==> config.mk <==
export PLATFORM = sky130hd
export DESIGN_NAME = ds3_rx_alarm_mon
export DESIGN_NICKNAME = d
export VERILOG_FILES = /design/src/rtl/ds3_mon_pkg.sv /design/src/rtl/ds3_far_end_mon.sv /design/src/rtl/ds3_idle_tracker.sv /design/src/rtl/ds3_int_regs.sv /design/src/rtl/ds3_rx_alarm_mon.sv
export SDC_FILE = /design/constraint.sdc
export NUM_CORES = 1
export LEC_CHECK = 0
export BUFFER_PORTS_ARGS = -buffer_cell sky130_fd_sc_hd__buf_2
export CAP_MARGIN = 10
export CORE_ASPECT_RATIO = 0.9
export CORE_UTILIZATION = 47
export DETAILED_ROUTE_END_ITERATION = 6
export PLACE_DENSITY_LB_ADDON = 0.15
export SETUP_SLACK_MARGIN = 0.1
export SLEW_MARGIN = 20
export SYNTH_ARGS = -nofsm -noshare
export SYNTH_HDL_FRONTEND = slang
export SYNTH_SLANG_ARGS = --single-unit
==> constraint.sdc <==
create_clock -name clk -period 2 [get_ports clk]
set_input_delay 0.2 -clock clk [delete_from_list [all_inputs] [get_ports clk]]
set_output_delay 0.2 -clock clk [all_outputs]
set_load 0.05 [all_outputs]
==> src/rtl/ds3_mon_pkg.sv <==
// Package: shared register addresses, interrupt bit positions and the
// per-frame overhead record used inside the DS3 receive alarm monitor.
package ds3_mon_pkg;

    localparam int REG_W = 8;

    // Register addresses seen on the microprocessor port
    localparam logic [7:0] ADR_CFG  = 8'h10;
    localparam logic [7:0] ADR_STAT = 8'h11;
    localparam logic [7:0] ADR_IEN  = 8'h12;
    localparam logic [7:0] ADR_ISR  = 8'h13;

    // Interrupt status bit positions (software decodes these)
    localparam int IB_CPERR = 7;
    localparam int IB_LOS   = 6;
    localparam int IB_AIS   = 5;
    localparam int IB_IDLE  = 4;
    localparam int IB_FERF  = 3;
    localparam int IB_AIC   = 2;
    localparam int IB_OOF   = 1;
    localparam int IB_PERR  = 0;

    // Number of externally detected line conditions
    localparam int N_LINE = 4;
    // Index of each line condition inside the sampled vector
    localparam int LN_AIC = 0;
    localparam int LN_OOF = 1;
    localparam int LN_LOS = 2;
    localparam int LN_AIS = 3;

    // Overhead fields delivered with each M-frame strobe
    typedef struct packed {
        logic [1:0] xbits;
        logic [2:0] febe;
        logic       idle;
        logic       perr;
        logic       cperr;
    } ds3_oh_t;

endpackage

==> src/rtl/ds3_far_end_mon.sv <==
// Module: ds3_far_end_mon
// Tracks the far-end receive failure state from the X-bit pair of each frame.
// It keeps the latest FEBE field and pulses an error flag for each
// FEBE value other than all ones.
// Assumes: vld is high for a single cycle per M-frame; fields valid with vld.
module ds3_far_end_mon
    import ds3_mon_pkg::*;
#(
    parameter int FEBE_W = 3
) (
    input  logic              clk,
    input  logic              rst_n,
    input  logic              vld,
    input  ds3_oh_t           oh,
    output logic              ferf,
    output logic              ferf_chg,
    output logic [FEBE_W-1:0] febe_q,
    output logic              febe_err
);

    localparam logic [FEBE_W-1:0] FEBE_CLEAN = '1;

    logic ferf_nxt;

    // Next far-end failure state: 00 declares, 11 releases, others hold
    always_comb begin
        ferf_nxt = ferf;
        if (vld) begin
            if (oh.xbits == 2'b00)
                ferf_nxt = 1'b1;
            else if (oh.xbits == 2'b11)
                ferf_nxt = 1'b0;
        end
    end

    // Change indication feeds the interrupt latch at the same edge
    assign ferf_chg = (ferf_nxt != ferf);

    // Far-end failure state register
    always_ff @(posedge clk) begin
        if (!rst_n)
            ferf <= 1'b0;
        else
            ferf <= ferf_nxt;
    end

    // FEBE capture and one-cycle error pulse
    always_ff @(posedge clk) begin
        if (!rst_n) begin
            febe_q   <= FEBE_CLEAN;
            febe_err <= 1'b0;
        end else begin
            febe_err <= vld && (oh.febe != FEBE_CLEAN);
            if (vld)
                febe_q <= oh.febe;
        end
    end

endmodule

==> src/rtl/ds3_idle_tracker.sv <==
// Module: ds3_idle_tracker
// Saturating up/down counter with hysteresis for the idle-signal condition.
// Idle is declared when the counter reaches IDLE_MAX and is released when
// it returns to zero.
// Assumes: vld is a one-cycle frame strobe; IDLE_MAX >= 1.
module ds3_idle_tracker #(
    parameter int IDLE_MAX = 15,
    localparam int CNT_W   = $clog2(IDLE_MAX + 1)
) (
    input  logic             clk,
    input  logic             rst_n,
    input  logic             vld,
    input  logic             is_idle,
    output logic [CNT_W-1:0] cnt,
    output logic             idle,
    output logic             idle_chg
);

    localparam logic [CNT_W-1:0] CNT_TOP = CNT_W'(IDLE_MAX);

    logic [CNT_W-1:0] cnt_nxt;
    logic             idle_nxt;

    // Counter step with saturation at both ends
    always_comb begin
        cnt_nxt = cnt;
        if (vld) begin
            if (is_idle) begin
                if (cnt != CNT_TOP)
                    cnt_nxt = cnt + 1'b1;
            end else begin
                if (cnt != '0)
                    cnt_nxt = cnt - 1'b1;
            end
        end
    end

    // Hysteresis: declare at the top, release at zero, hold in between
    always_comb begin
        idle_nxt = idle;
        if (cnt_nxt == CNT_TOP)
            idle_nxt = 1'b1;
        else if (cnt_nxt == '0)
            idle_nxt = 1'b0;
    end

    assign idle_chg = (idle_nxt != idle);

    // Counter and state registers
    always_ff @(posedge clk) begin
        if (!rst_n) begin
            cnt  <= '0;
            idle <= 1'b0;
        end else begin
            cnt  <= cnt_nxt;
            idle <= idle_nxt;
        end
    end

endmodule

==> src/rtl/ds3_int_regs.sv <==
// Module: ds3_int_regs
// Latched interrupt status with clear-on-read and an enable register that
// produces the interrupt request.
// Assumes: set has priority over the read clear in the same cycle.
module ds3_int_regs #(
    parameter int W = 8
) (
    input  logic         clk,
    input  logic         rst_n,
    input  logic [W-1:0] set_vec,
    input  logic         rd_clr,
    input  logic         en_wr,
    input  logic [W-1:0] en_wdata,
    output logic [W-1:0] isr,
    output logic [W-1:0] ien,
    output logic         irq
);

    // One latch cell per interrupt source
    for (genvar i = 0; i < W; i++) begin : g_bit
        // Sticky bit: set wins, otherwise clear on read, otherwise hold
        always_ff @(posedge clk) begin
            if (!rst_n)
                isr[i] <= 1'b0;
            else if (set_vec[i])
                isr[i] <= 1'b1;
            else if (rd_clr)
                isr[i] <= 1'b0;
        end
    end

    // Enable register written by software
    always_ff @(posedge clk) begin
        if (!rst_n)
            ien <= '0;
        else if (en_wr)
            ien <= en_wdata;
    end

    // Request while any enabled bit is pending
    assign irq = |(isr & ien);

endmodule

==> src/rtl/ds3_rx_alarm_mon.sv <==
// Module: ds3_rx_alarm_mon (top)
// DS3 receive alarm monitor. Combines the far-end failure tracker, the idle
// tracker, the sampled line conditions and the interrupt latch, and
// presents them on a byte-wide register port.
// Assumes: reads and writes are single-cycle strobes. Read data is
// combinational, and clear-on-read applies at the edge that ends the read.
module ds3_rx_alarm_mon
    import ds3_mon_pkg::*;
#(
    parameter int IDLE_MAX = 15,
    parameter int CTRL_W   = 4,
    localparam int CNT_W   = $clog2(IDLE_MAX + 1)
) (
    input  logic       clk,
    input  logic       rst_n,
    input  logic       frm_vld,
    input  logic [1:0] frm_xbits,
    input  logic [2:0] frm_febe,
    input  logic       frm_idle,
    input  logic       frm_perr,
    input  logic       frm_cperr,
    input  logic       ais_in,
    input  logic       los_in,
    input  logic       oof_in,
    input  logic       aic_in,
    input  logic [7:0] cpu_addr,
    input  logic       cpu_rd,
    input  logic       cpu_wr,
    input  logic [7:0] cpu_wdata,
    output logic [7:0] cpu_rdata,
    output logic       irq,
    output logic       febe_err
);

    ds3_oh_t           oh;
    logic              ferf_st;
    logic              ferf_chg;
    logic [2:0]        febe_q;
    logic [CNT_W-1:0]  idle_cnt;
    logic              idle_st;
    logic              idle_chg;
    logic [N_LINE-1:0] line_raw;
    logic [N_LINE-1:0] line_q;
    logic [N_LINE-1:0] line_chg;
    logic [CTRL_W-1:0] ctrl_q;
    logic [REG_W-1:0]  int_set;
    logic [REG_W-1:0]  int_stat;
    logic [REG_W-1:0]  int_en;
    logic              isr_rd;
    logic              ien_wr;
    logic              cfg_wr;

    // Pack the frame overhead into the shared record
    assign oh = '{xbits: frm_xbits, febe: frm_febe, idle: frm_idle,
                  perr: frm_perr, cperr: frm_cperr};

    // Far-end failure and FEBE
    ds3_far_end_mon #(.FEBE_W(3)) u_far (
        .clk      (clk),
        .rst_n    (rst_n),
        .vld      (frm_vld),
        .oh       (oh),
        .ferf     (ferf_st),
        .ferf_chg (ferf_chg),
        .febe_q   (febe_q),
        .febe_err (febe_err)
    );

    // Idle hysteresis counter
    ds3_idle_tracker #(.IDLE_MAX(IDLE_MAX)) u_idle (
        .clk      (clk),
        .rst_n    (rst_n),
        .vld      (frm_vld),
        .is_idle  (oh.idle),
        .cnt      (idle_cnt),
        .idle     (idle_st),
        .idle_chg (idle_chg)
    );

    // Gather the externally detected line conditions
    assign line_raw[LN_AIC] = aic_in;
    assign line_raw[LN_OOF] = oof_in;
    assign line_raw[LN_LOS] = los_in;
    assign line_raw[LN_AIS] = ais_in;

    // One sampling register and change detector per line condition
    for (genvar k = 0; k < N_LINE; k++) begin : g_line
        // Sample the level; a difference from the stored value is a change
        always_ff @(posedge clk) begin
            if (!rst_n)
                line_q[k] <= 1'b0;
            else
                line_q[k] <= line_raw[k];
        end
        assign line_chg[k] = (line_raw[k] != line_q[k]);
    end

    // Interrupt set vector, one source per bit position
    always_comb begin
        int_set           = '0;
        int_set[IB_CPERR] = frm_vld && oh.cperr;
        int_set[IB_LOS]   = line_chg[LN_LOS];
        int_set[IB_AIS]   = line_chg[LN_AIS];
        int_set[IB_IDLE]  = idle_chg;
        int_set[IB_FERF]  = ferf_chg;
        int_set[IB_AIC]   = line_chg[LN_AIC];
        int_set[IB_OOF]   = line_chg[LN_OOF];
        int_set[IB_PERR]  = frm_vld && oh.perr;
    end

    // Register port decodes
    assign isr_rd = cpu_rd && (cpu_addr == ADR_ISR);
    assign ien_wr = cpu_wr && (cpu_addr == ADR_IEN);
    assign cfg_wr = cpu_wr && (cpu_addr == ADR_CFG);

    ds3_int_regs #(.W(REG_W)) u_int (
        .clk      (clk),
        .rst_n    (rst_n),
        .set_vec  (int_set),
        .rd_clr   (isr_rd),
        .en_wr    (ien_wr),
        .en_wdata (cpu_wdata),
        .isr      (int_stat),
        .ien      (int_en),
        .irq      (irq)
    );

    // Writable control bits of the configuration register
    always_ff @(posedge clk) begin
        if (!rst_n)
            ctrl_q <= '0;
        else if (cfg_wr)
            ctrl_q <= cpu_wdata[CTRL_W-1:0];
    end

    // Read multiplexer, zero when idle or unmapped
    always_comb begin
        cpu_rdata = '0;
        if (cpu_rd) begin
            case (cpu_addr)
                ADR_CFG:  cpu_rdata = {line_q[LN_AIS], line_q[LN_LOS], idle_st,
                                       line_q[LN_OOF], ctrl_q};
                ADR_STAT: cpu_rdata = {3'b000, ferf_st, line_q[LN_AIC], febe_q};
                ADR_IEN:  cpu_rdata = int_en;
                ADR_ISR:  cpu_rdata = int_stat;
                default:  cpu_rdata = '0;
            endcase
        end
    end

endmodule

## Word-level counts from Yosys, hierarchy flattened

Cells that the tools add are included.

| operators by class | value |
|---|---|
| bitwise gates (word level) | 1 |
| equality and inequality tests | 14 |
| multiplexer cells | 20 |
| add/sub/neg operators | 2 |
| reduce and logical (&&, ||, !) cells | 18 |

Operator list:

| kind | number |
|---|---|
| equality test 8 x 5 -> 1 bit (second input constant) | 4 |
| case mux 8 bit (4 select lines) | 1 |
| two-way mux 4 bit | 4 |
| nonzero test 2 bit | 8 |
| two-way mux 1 bit | 14 |
| bitwise AND 8 bit | 1 |
| two-way mux 8 bit | 1 |
| OR reduction 8 bit | 1 |
| logical AND 1 bit | 6 |
| != test 1 bit | 6 |
| adder 4 x 1 -> 4 bit (second input constant) | 1 |
| equality test 4 bit (second input constant) | 1 |
| zero test 4 bit | 1 |
| != test 4 bit (second input constant) | 1 |
| nonzero test 4 bit | 1 |
| subtractor 4 x 1 -> 4 bit (second input constant) | 1 |
| != test 3 bit (second input constant) | 1 |
| equality test 2 bit (second input constant) | 1 |
| zero test 2 bit | 1 |

| word-level totals | value |
|---|---|
| output and inout port bits | 10 |
| flip-flop bits (word level) | 34 |
| logic and storage cells | 74 |
| input port bits | 33 |

## Depth between registers and ports, before layout

| depth | value |
|---|---|
| depth after elaboration | 9 |
| gate-level depth with buffers | 7 |
| mapped depth without buffers | 7 |

## Modules after synthesis

A second synthesis with hierarchy kept.

| unflattened totals | value |
|---|---|
| cells, all modules | 189 |
| area total of the unflattened synthesis | 1,873.0 sq um |

By module, submodules not included:

| module | sequential area each (sq um) | area an instance (sq um) | cells an instance | instances |
|---|---|---|---|---|
| ds3_rx_alarm_mon | 160.2 | 618.1 | 62 | 1 |
| ds3_int_regs | 320.3 | 615.6 | 55 | 1 |
| ds3_idle_tracker | 100.1 | 435.4 | 49 | 1 |
| ds3_far_end_mon | 100.1 | 203.9 | 23 | 1 |

## Worst setup path after synthesis

No wires, ideal clock.

| timing path | value |
|---|---|
| path type | input to output |
| start point | input port cpu_addr[7] |
| end point | output port cpu_rdata[5] |
| buffers on the path | 0 |
| cell stages on the path | 4 |
| setup slack | 15 ps |
| data arrival time | 1,785 ps |
| path through | or2_2 -> nor4_1 -> nand2_1 -> nor2_1 |

| on the way | value |
|---|---|
| cells in the longest elaborated chain, start to end | 3 |
| elaborated cells on any way between the ends | 6 |

RTL lines:

| item | line | source |
|---|---|---|
| start: declaration | ds3_rx_alarm_mon.sv:26 | `input logic [7:0] cpu_addr,` |
| equality test 8 x 5 -> 1 bit | ds3_rx_alarm_mon.sv:140 | `case (cpu_addr)` |
| case mux 8 bit (4 select lines) (*) | ds3_rx_alarm_mon.sv:140 |  |
| two-way mux 8 bit (*) | ds3_rx_alarm_mon.sv:139 | `if (cpu_rd) begin` |
| end: declaration | ds3_rx_alarm_mon.sv:30 | `output logic [7:0] cpu_rdata,` |

Mark *: on every way between the ends. The rest lies on a longest branch, timed or not.

## Worst setup path after layout

| timing path | value |
|---|---|
| start point | register u_idle.cnt[1] |
| end point | register u_int.isr[4] |

| on the way | value |
|---|---|
| cells in the longest elaborated chain, start to end | 9 |
| elaborated cells on any way between the ends | 15 |

RTL lines:

| item | line | source |
|---|---|---|
| start: declaration | ds3_idle_tracker.sv:14 | `output logic [CNT_W-1:0] cnt,` |
| start signal: assignment | ds3_idle_tracker.sv:55 | `cnt <= cnt_nxt;` |
| subtractor 4 x 1 -> 4 bit, or another cell as far along | ds3_idle_tracker.sv:33 | `cnt_nxt = cnt - 1'b1;` |
| two-way mux 4 bit (on tied branches) | ds3_idle_tracker.sv:32, ds3_idle_tracker.sv:29 |  |
| two-way mux 4 bit | ds3_idle_tracker.sv:28 | `if (is_idle) begin` |
| two-way mux 4 bit (*) | ds3_idle_tracker.sv:27 | `if (vld) begin` |
| zero test 4 bit | ds3_idle_tracker.sv:43 | `else if (cnt_nxt == '0)` |
| two-way mux 1 bit | ds3_idle_tracker.sv:43 |  |
| two-way mux 1 bit (*) | ds3_idle_tracker.sv:41 | `if (cnt_nxt == CNT_TOP)` |
| != test 1 bit (*) | ds3_idle_tracker.sv:47 | `assign idle_chg = (idle_nxt != idle);` |
| two-way mux 1 bit / nonzero test 2 bit (equally long branches) | - |  |
| end signal: indexed assignment | ds3_int_regs.sv:24 | `isr[i] <= 1'b0;` |
| end signal: indexed assignment | ds3_int_regs.sv:26 | `isr[i] <= 1'b1;` |
| end signal: indexed assignment | ds3_int_regs.sv:28 | `isr[i] <= 1'b0;` |
| end: declaration | ds3_int_regs.sv:14 | `output logic [W-1:0] isr,` |

Marked as above.
A chain may end at the register's enable or synchronous reset.

==> out/results.txt <==
Seq cells post-synth - 34
Relative slew slack - 0.729
Largest cells by area after synthesis - dfxtp_1 39%, mux2i_1 8.5%, mux4_2 6.4%
Initial Util - 0.507
CTS Buf Count - 5
CP Capture Type - flip-flop
GR Util met2 - 0.429
GR Layer Usage met3 - 0.0477
Largest net degree at the start of global routing - 22
Crit-path leading delay family - simple AND/OR/NAND/NOR gates
GR peak layer - met2
I/O Buffers - 42
Critical path's slowest cell - or3b_4
Number of core rows - 20
EDFF count, synth - 0
Vias in the first global route - 1534
Clock Sinks - 34
Layout Nets - 274
Global-route wire length before repair - 6.85 mm
CTS root buffer - clkbuf_8
Critical path buffers and inverters - 1
Post-synthesis sequential area ratio - 0.386
Initial antenna violation count - 0
Worst hold slack - 0.108 ns
Wirelength, routed - 4.27 mm
Commonest cells post-synth - 34 x dfxtp_1, 27 x nor2_1, 15 x mux2i_1
Total nets after synthesis - 223
TritonCTS clock tree - done
Worst-skew pair later-pin latency - 0.28 ns
Initial DRC count - 75
P per Cell Area - 704 mW/mm²
Post-synthesis cell area - 0.00176 mm²
Die width - 66.6 µm
Met1 usage - 0.272
Gr ovfl total - 0
Avg Cell Area, Syn - 9.38 µm²
Most common cell in the synthesized netlist - dfxtp_1
Detailed-route via count - 1601
Post-synth top area share - 0.386
Final period util - 0.942
Synth area leader - dfxtp_1
CP Launch Type - flip-flop
Slowest cell delay on critical path - 0.40 ns
CTS Hold Buffers Added - 0
Post-synth ARST share - 0
Worst-Margin Slew - 0.401 ns
Wire per inst - 15.0 µm
Final Hold Fails - 0
Max H-tree Level - 2
Post-Syn Instances - 188
Layout cell share with drive strength beyond 1 - 0.333
Total leakage power - 1.02 nW
Status - completed
Area growth syn-to-layout - 24.1%
Pins Over Slew Limit - 0
GRT Overall Usage - 0.229
Final HPWL DP - 3.26 mm
Die Span Y - 60.1 µm
Synth unique cells - 43
Post-route DRC violation count - 0
MaxCap Viol Count - 0
Peak Freq - 0.531 GHz
Arrival @ worst endpoint - 2.11 ns
Main synth FF type - dfxtp_1
WP data required - 2.23 ns
Fin Setup TNS - 0 ns
Worst hold path class - primary input to flip-flop
Initial DRT Pass Iterations - 4
Ys Warns - 0
Ant. Diodes - 0
RD Place Congestion - 0.949
Num ports - 43
Worst vdd ir - 690 µV
Setup CP Type - flip-flop to flip-flop
Post-layout min period - 1.88 ns
Post-DR vias/cell - 5.64
Worst-path maximum fanout - 4
Clock Tree Buf Depth - 2
Clock Pin Slew Worst Setup and Hold Paths - 0.07 ns
Worst Skew - 0.00705 ns
Unrepaired setup endpoints after global routing - yes
Full die area - 0.00400 mm²
Final setup fails - 0
Placeable core area - 0.00348 mm²
Cell breakdown of the critical path - inv_1, ha_4, or3b_4, o211ai_4, mux2_4, and4b_1, a211o_1
Post-DRT Antenna Nets - 0
## logic make-up (layout without fill, tap and decap cells)
| kind of cell | Yosys count | in the layout | synth area share |
|---|---|---|---|
| DFF | 34 | 34 | 0.386 |
| AOI/OAI and AO/OA | 30 | 30 | 0.118 |
| xor gates and xnor gates | 5 | 5 | 0.0248 |
| adders and majority gates | 2 | 2 | 0.0142 |
| muxes | 24 | 24 | 0.177 |
| buffers and inverters | 15 | 67 | 0.0383 |
| and+or+nand+nor | 78 | 78 | 0.242 |
## layout make-up
cell class              instances  area [µm²]
clock inverters                 2        12.5
repair buffers                 53         293
inverters                       6        22.5
fillers                       313        1290
multi-input cells             139        1040
well taps                      44        55.1
flip-flops and latches         34         682
clock buffers                   6        82.6
## worst reg2reg max path, stage by stage, from the launching register on
cell,delay (ns)
dfxtp_1,0.31
inv_1,0.10
ha_4,0.15
or3b_4,0.40
o211ai_4,0.20
mux2_4,0.32
and4b_1,0.26
a211o_1,0.10
## flip-flops by register name, summed over array words and instances, names as in the netlist
signal	flops
u_int.ien	8
u_int.isr	8
ctrl_q	4
line_q	4
u_idle.cnt	4
u_far.febe_q	3
u_far.febe_err	1
u_far.ferf	1
u_idle.idle	1
## stage by stage
stage / instance area (µm²) / worst slack (ns) / cells / utilization / total power, mW
3_3_place_gp: 2080 / 0.133 / 276 / 0.597 / 1.01
4_1_cts: 2190 / 0.123 / 284 / 0.629 / 1.56
6_report: 2190 / 0.116 / 284 / 0.629 / 1.54
5_1_grt: 2190 / 0.0658 / 284 / 0.629 / 1.61
2_1_floorplan: 1770 / 0.0154 / 188 / - / 0.921
3_5_place_dp: 2080 / -0.0232 / 276 / 0.597 / 1.02
## final timing paths
kind                   start               to  slack (ns)  cells past startpoint
max reg2reg    u_idle.cnt[1]     u_int.isr[4]        0.12                      7
max            u_idle.cnt[1]     u_int.isr[4]        0.12                      7
min reg2reg  u_far.febe_q[0]  u_far.febe_q[0]        0.50                      2
min              frm_febe[0]   u_far.febe_err        0.11                      2
## report_power, final
| group | total [mW] | switching [mW] | internal, mW | leakage, nW |
|---|---|---|---|---|
| Combinational | 0.286 | 0.143 | 0.143 | 0.690 |
| Sequential | 0.734 | 0.0256 | 0.709 | 0.279 |
| Clock | 0.521 | 0.244 | 0.276 | 0.0472 |
| Total | 1.54 | 0.413 | 1.13 | 1.02 |
## cells in the final DEF, fill, tap and decap left out, types with 2 or more instances in the layout
cell,count
inv_1,5
and3_1,7
nand2b_1,2
buf_4,11
nand3_1,2
mux4_2,5
dfxtp_1,33
clkbuf_8,6
nor2b_1,2
and2_1,6
xor2_1,4
mux2_2,3
and3b_1,2
a22oi_1,9
a21oi_1,10
a211o_1,2
o21ai_0,3
o22ai_1,2
buf_2,42
mux2i_1,15
nor2_1,27
nand4_1,6
nor3_1,2
nand2_1,12
## per-layer routing
layer  part of all wire  up-vias
met3              0.057        0
met1               0.43      771
met4                  0        0
li1                   -      778
met5                  0        -
met2               0.51       52
## what timing repair did
action / in CTS / in global routing
resized for setup: 2 / 0
pin swaps: 1 / 1
setup buffers: 0 / 0
setup endpoints to repair: 2 / 2
(Power assumes the default switching activity.)
